File: src/rtl/i2cm_pkg.sv
// Package: shared operation codes for the command-driven I2C master.
// Assumes a 3-bit command field; codes 6 and 7 are treated as no-ops.
package i2cm_pkg;
    typedef enum logic [2:0] {
        OP_NOP       = 3'd0,
        OP_START     = 3'd1,
        OP_STOP      = 3'd2,
        OP_WRITE     = 3'd3,
        OP_READ_ACK  = 3'd4,
        OP_READ_NACK = 3'd5
    } op_e;
endpackage

File: src/rtl/i2cm_sync.sv
// Module: multi-stage synchronizer for the wired bus levels.
// Assumes STAGES >= 2; resets to all ones (idle bus is high).
module i2cm_sync #(
    parameter int WIDTH  = 2,
    parameter int STAGES = 2
) (
    input  logic             clk,
    input  logic             rst_n,
    input  logic [WIDTH-1:0] async_in,
    output logic [WIDTH-1:0] sync_out
);
    logic [STAGES-1:0][WIDTH-1:0] chain_q;

    // Shift the sampled levels through the flop chain.
    always_ff @(posedge clk) begin
        if (!rst_n) chain_q <= '1;
        else        chain_q <= {chain_q[STAGES-2:0], async_in};
    end

    assign sync_out = chain_q[STAGES-1];
endmodule

File: src/rtl/i2cm_qtick.sv
// Module: quarter-bit timebase. Emits one tick every LIMIT+1 clocks while run
// is high; clr restarts the count. Assumes limit is held steady while running.
module i2cm_qtick #(
    parameter int W = 16
) (
    input  logic         clk,
    input  logic         rst_n,
    input  logic         run,
    input  logic         clr,
    input  logic [W-1:0] limit,
    output logic         tick
);
    logic [W-1:0] cnt_q;

    assign tick = run && (cnt_q == limit);

    // Count clocks within a quarter; restart on clear, tick or idle.
    always_ff @(posedge clk) begin
        if (!rst_n)                    cnt_q <= '0;
        else if (clr || tick || !run)  cnt_q <= '0;
        else                           cnt_q <= cnt_q + 1'b1;
    end

    AST_TICK_GAP: assert property (@(posedge clk) disable iff (!rst_n)
        (tick && limit != '0) |=> !tick);
endmodule

File: src/rtl/i2c_cmd_master.sv
// Module: command-driven I2C byte master. Executes one operation per accepted
// command, sequencing each bit in four quarters (drive SDA, release SCL,
// sample, pull SCL). Assumes quarter_div >= 2 so synchronized levels settle
// before sampling. Outputs are pull-down enables for open-drain lines.
module i2c_cmd_master
    import i2cm_pkg::*;
#(
    parameter int DATA_W      = 8,
    parameter int PRESC_W     = 16,
    parameter int SYNC_STAGES = 2
) (
    input  logic               clk,
    input  logic               rst_n,
    input  logic               cmd_wr,
    input  logic [2:0]         cmd_code,
    input  logic [DATA_W-1:0]  tx_byte,
    input  logic [PRESC_W-1:0] quarter_div,
    output logic [2:0]         last_cmd,
    output logic [3:0]         status,
    output logic [DATA_W-1:0]  rx_byte,
    input  logic               scl_in,
    input  logic               sda_in,
    output logic               scl_pull,
    output logic               sda_pull
);
    localparam int BIT_W = $clog2(DATA_W + 1);
    localparam logic [BIT_W-1:0] ACK_SLOT = BIT_W'(DATA_W);

    logic [1:0]        bus_s;
    logic              scl_s, sda_s;
    logic [2:0]        cmd_q;
    logic              busy_q, done_q, nack_q, lost_q;
    logic [1:0]        phase_q;
    logic [BIT_W-1:0]  slot_q;
    logic [DATA_W-1:0] txsh_q, rx_q;
    logic              scl_q, sda_q;
    logic              tick, accept, op_valid, is_byte, is_write, in_data;
    logic              stall, adv, bit_drive, arb_hit, finish;

    i2cm_sync #(.WIDTH(2), .STAGES(SYNC_STAGES)) u_sync (
        .clk      (clk),
        .rst_n    (rst_n),
        .async_in ({scl_in, sda_in}),
        .sync_out (bus_s)
    );
    assign scl_s = bus_s[1];
    assign sda_s = bus_s[0];

    i2cm_qtick #(.W(PRESC_W)) u_qtick (
        .clk   (clk),
        .rst_n (rst_n),
        .run   (busy_q),
        .clr   (accept),
        .limit (quarter_div),
        .tick  (tick)
    );

    // Decode the accepted command and the current bit position.
    assign accept    = cmd_wr && !busy_q;
    assign op_valid  = (cmd_code >= 3'd1) && (cmd_code <= 3'd5);
    assign is_write  = (cmd_q == OP_WRITE);
    assign is_byte   = is_write || (cmd_q == OP_READ_ACK) || (cmd_q == OP_READ_NACK);
    assign in_data   = (slot_q != ACK_SLOT);
    assign bit_drive = in_data ? (is_write && !txsh_q[DATA_W-1]) : (cmd_q == OP_READ_ACK);
    assign arb_hit   = is_write && in_data && txsh_q[DATA_W-1] && !sda_s;
    // Hold the mid-bit quarter while SCL still reads low (readback).
    assign stall     = (phase_q == 2'd2) && !scl_s && !lost_q;
    assign adv       = busy_q && tick && !stall;
    assign finish    = adv && (phase_q == 2'd3) && (!is_byte || !in_data);

    // Command acceptance, sequencing, sampling and status flags.
    always_ff @(posedge clk) begin
        if (!rst_n) begin
            cmd_q   <= '0;
            busy_q  <= 1'b0;
            done_q  <= 1'b0;
            nack_q  <= 1'b0;
            lost_q  <= 1'b0;
            phase_q <= '0;
            slot_q  <= '0;
            txsh_q  <= '0;
            rx_q    <= '0;
        end else if (accept) begin
            cmd_q   <= cmd_code;
            busy_q  <= op_valid;
            done_q  <= !op_valid;
            nack_q  <= 1'b0;
            lost_q  <= 1'b0;
            phase_q <= '0;
            slot_q  <= '0;
            txsh_q  <= tx_byte;
        end else if (adv) begin
            phase_q <= phase_q + 2'd1;
            if (is_byte && phase_q == 2'd2) begin
                if (!in_data)     nack_q <= sda_s;
                else if (arb_hit) lost_q <= 1'b1;
                if (in_data && !is_write && !lost_q)
                    rx_q <= {rx_q[DATA_W-2:0], sda_s};
            end
            if (is_byte && phase_q == 2'd3 && in_data) begin
                slot_q <= slot_q + 1'b1;
                txsh_q <= txsh_q << 1;
            end
            if (finish) begin
                busy_q <= 1'b0;
                done_q <= 1'b1;
            end
        end
    end

    // Drive the open-drain pull enables for each quarter of each operation.
    always_ff @(posedge clk) begin
        if (!rst_n) begin
            scl_q <= 1'b0;
            sda_q <= 1'b0;
        end else if (adv) begin
            case (cmd_q)
                OP_START: begin
                    case (phase_q)
                        2'd0: sda_q <= 1'b0;
                        2'd1: scl_q <= 1'b0;
                        2'd2: sda_q <= 1'b1;
                        default: scl_q <= 1'b1;
                    endcase
                end
                OP_STOP: begin
                    case (phase_q)
                        2'd0: sda_q <= 1'b1;
                        2'd1: scl_q <= 1'b0;
                        2'd2: sda_q <= 1'b0;
                        default: ;
                    endcase
                end
                default: begin
                    if (is_byte) begin
                        if (phase_q == 2'd2 && arb_hit) begin
                            scl_q <= 1'b0;
                            sda_q <= 1'b0;
                        end else if (!lost_q) begin
                            case (phase_q)
                                2'd0: sda_q <= bit_drive;
                                2'd1: scl_q <= 1'b0;
                                2'd3: scl_q <= 1'b1;
                                default: ;
                            endcase
                        end
                    end
                end
            endcase
        end
    end

    assign last_cmd = cmd_q;
    assign status   = {busy_q, lost_q, nack_q, done_q};
    assign rx_byte  = rx_q;
    assign scl_pull = scl_q;
    assign sda_pull = sda_q;

    AST_NEW_CMD_CLEARS: assert property (@(posedge clk) disable iff (!rst_n)
        $rose(busy_q) |-> (!done_q && !nack_q && !lost_q));
    AST_SDA_MOVES_SCL_LOW: assert property (@(posedge clk) disable iff (!rst_n)
        (busy_q && $past(busy_q) && is_byte && !lost_q && !$stable(sda_q))
        |-> ($past(scl_q) && scl_q));
    AST_PARK_SCL_LOW: assert property (@(posedge clk) disable iff (!rst_n)
        ($fell(busy_q) && cmd_q != OP_STOP && !lost_q) |-> (scl_q && done_q));
    AST_STOP_RELEASES: assert property (@(posedge clk) disable iff (!rst_n)
        ($fell(busy_q) && cmd_q == OP_STOP) |-> (!scl_q && !sda_q));
    AST_LOST_FREES_BUS: assert property (@(posedge clk) disable iff (!rst_n)
        lost_q |-> (!scl_q && !sda_q));
    AST_BUSY_IGNORES_CMD: assert property (@(posedge clk) disable iff (!rst_n)
        (busy_q && cmd_wr) |=> $stable(cmd_q));
endmodule

File: config.mk
export PLATFORM = sky130hd
export DESIGN_NAME = i2c_cmd_master
export DESIGN_NICKNAME = d
export VERILOG_FILES = /design/src/rtl/i2cm_pkg.sv /design/src/rtl/i2cm_sync.sv /design/src/rtl/i2cm_qtick.sv /design/src/rtl/i2c_cmd_master.sv
export SDC_FILE = /design/constraint.sdc
export NUM_CORES = 1
export LEC_CHECK = 0
export BUFFER_PORTS_ARGS = -buffer_cell sky130_fd_sc_hd__buf_2
export CELL_PAD_IN_SITES_DETAIL_PLACEMENT = 1
export CELL_PAD_IN_SITES_GLOBAL_PLACEMENT = 1
export CORE_MARGIN = 8
export CORE_UTILIZATION = 44
export DETAILED_ROUTE_END_ITERATION = 7
export HOLD_SLACK_MARGIN = 0.05
export PLACE_DENSITY_LB_ADDON = 0.1
export SLEW_MARGIN = 5
export SYNTH_ARGS = -nofsm -noshare
export SYNTH_HDL_FRONTEND = slang
export SYNTH_SLANG_ARGS = --single-unit
File: constraint.sdc
create_clock -name clk -period 3.9 [get_ports clk]
set_input_delay 0.39 -clock clk [delete_from_list [all_inputs] [get_ports clk]]
set_output_delay 0.39 -clock clk [all_outputs]
set_load 0.005 [all_outputs]
==> qor.txt <==
Status - finished, final reports clean
Internal power - 0.706 mW
Max IR drop VDD - 153 uV
Number of buffers created by CTS - 5
Psw - 0.269 mW
Post-cts resize count - 0
Port-buffer cells - 48
Worst-path cell chain - xor2_1 -> nor4_4 -> nand4_2 -> nor3_4 -> mux2i_1
Std-Cell Rows - 28
Synth cell types - 49
N_diodes - 0
I/O Pins - 49
DRC - 0
CP delay by family, top - simple AND/OR/NAND/NOR gates
First-pass GRT wire length - 10.9 mm
Share of the synthesized area in the top cell type - 38.5%
Final min period - 2.26 ns
Max Freq - 442 MHz
Final worst-path cycle share - 58.1%
Seq/Total Area, Yosys - 38.5%
Yosys warnings - 0
Worst Setup Start Kind - flip-flop
Dominant synthesized flop cell - dfxtp_1
Hold WC Path Type - in -> reg
H-tree lvl count - 2
Critical path required time - 4.15 ns
RSZ-0062 raised after global routing - false
Synth-to-Final Area Change - 13.1%
Clock network fraction of design power - 33.1%
Fin nets - 390
Synth Instances - 312
# fillers - 733
Post-CTS setup buffer count - 0
Vias/cell - 5.38
Total power - 0.975 mW
CTS tree - built
Vias in the first global route - 2282
WL final - 6.59 mm
Setup CP Type - reg -> reg
Dominant cells by area after synthesis - dfxtp_1 38%, xor2_1 7.3%, nor2_1 4.8%, nand2_1 4.7%, mux2i_1 4.2%
Starting DRT DRC Count - 66
Final hold violation count - 0
GPL Wtd Cong - 0.821
Max Transition Viols Final - 0
CP bufs+invs - 0
GRT Total Usage - 15.4%
EDFF count, synth - 0
Switching part of the total - 27.6%
Core area - 5890 sq um
Synth cell count leaders - 51 x dfxtp_1, 34 x nor2_1, 33 x nand2_1
Setup TNS - 0 ns
DR WL/cell - 15.4 um
Sequential Power Share - 56.4%
Top-count cell post-synth - dfxtp_1
CTS clk-pin slew, worst paths - 0.10 ns
Root Driver - clkbuf_8
Mean Syn Cell Area - 8.50 sq um
Flops & latches, synth - 51
Pwr/cell area - 325 nW/um^2
Area leader, netlist - dfxtp_1
Max-Cap Viols - 0
Reg2reg setup slack - 1.64 ns
Worst skew pair latency - 0.31 ns
Setup-failing EPs final - 0
CP Max Fanout - 13
Overflow after GRT - 0
Skew final - 0.00536 ns
Slew headroom - 55.7%
Syn_nets - 351
Least-Margin Pin Slew - 0.663 ns
Worst Path Arrival - 2.51 ns
Detailed-route via count - 2296
Mapped Area - 2650 sq um
Die Wd - 93.6 um
Slowest Stage Delay on Critical Path - 0.60 ns
Ys async rst share - 0%
Leakage - 1.20 nW
Logic gate share of total power - 10.4%
Post-CTS Hold Fix Bufs - 0
Number of iterations in the first detailed-routing pass - 4
Worst path slowest cell - nor3_4
Clock Sinks - 51
Worst setup EP type - flip-flop
Layout cells sized above 1 - 19.0%
Initial core utilization - 45.1%
Initial antenna violation count - 0
Antenna Violating Nets Remaining - 0
Detailed Place HPWL - 4.91 mm
DIE AREA - 8770 sq um
Largest net degree at the start of global routing - 31
Die H - 93.6 um
Clock Path Buffers - 2
-- kinds of logic after synthesis --
group | synth area share (%)
mux | 4.58
xor+xnor | 9.91
compound gates | 12.3
fa+ha+maj | 3.30
simple gates | 26.7
flops | 38.5
buf+inv | 4.67
-- power by group through the flow --
stage	registers [mW]	logic, mW	clock network, mW
floorplan	0.554	0.0710	0
global placement	0.562	0.100	0
detailed placement	0.562	0.103	0
CTS	0.550	0.104	0.341
global route	0.552	0.113	0.355
finish	0.550	0.102	0.323
-- state kept, by name, indices dropped and copies added (netlist names) --
| signal | flops |
|---|---|
| busy_q | 1 |
| done_q | 1 |
| last_cmd | 3 |
| lost_q | 1 |
| nack_q | 1 |
| phase_q | 2 |
| rx_byte | 8 |
| scl_pull | 1 |
| sda_pull | 1 |
| slot_q | 4 |
| txsh_q | 8 |
| u_qtick.cnt_q | 16 |
| u_sync.chain_q | 2 |
| u_sync.sync_out | 2 |
-- routing by layer --
layer,track usage [%],wire length [um],vias to the layer above
li1,-,-,1155
met5,0,0,-
met4,5.55,93,0
met2,26.6,3270,34
met1,18.1,2950,1100
met3,3.69,270,7
-- area by class of cell --
class / instances / area, sq um / share of cell area, %
clock buffers: 5 / 68.8 / 2.29
clock inverters: 3 / 23.8 / 0.792
inverters: 10 / 37.5 / 1.25
multi-input cells: 234 / 1510 / 50.3
flip-flops and latches: 51 / 1020 / 34.0
well taps: 75 / 93.8 / 3.13
repair buffers: 49 / 248 / 8.26
-- worst paths after layout --
| kind | start | end | cells past startpoint |
|---|---|---|---|
| max reg2reg | u_qtick.cnt_q[0] | rx_byte[4] | 5 |
| min | sda_in | u_sync.chain_q[0] | 2 |
| min reg2reg | u_sync.chain_q[0] | u_sync.sync_out[0] | 1 |
| max | u_qtick.cnt_q[0] | rx_byte[4] | 5 |
-- stage by stage --
stage	instance area (sq um)	util [%]	hold slack, ns	cells	setup slack (ns)
after detailed placement	2910	49.4	0.394	419	1.52
after global placement	2910	49.4	0.390	419	1.57
after floorplan	2650	-	0.386	312	2.03
after CTS	3000	51.0	0.231	427	1.60
after global routing	3000	51.0	0.241	427	1.45
final	3000	51.0	0.248	427	1.64
-- cells in the final DEF, fill, tap and decap left out, drive strengths merged, types with 7 or more instances in the layout --
cell / instances
a21oi: 13
buf: 49
nand2: 33
xnor2: 8
nor2: 34
mux2i: 11
nor4: 7
xor2: 22
nor3: 12
nand2b: 10
o21ai: 17
inv: 11
dfxtp: 51
and3: 10
nand3: 13
ha: 7
Power figures use the tool's default switching activity.
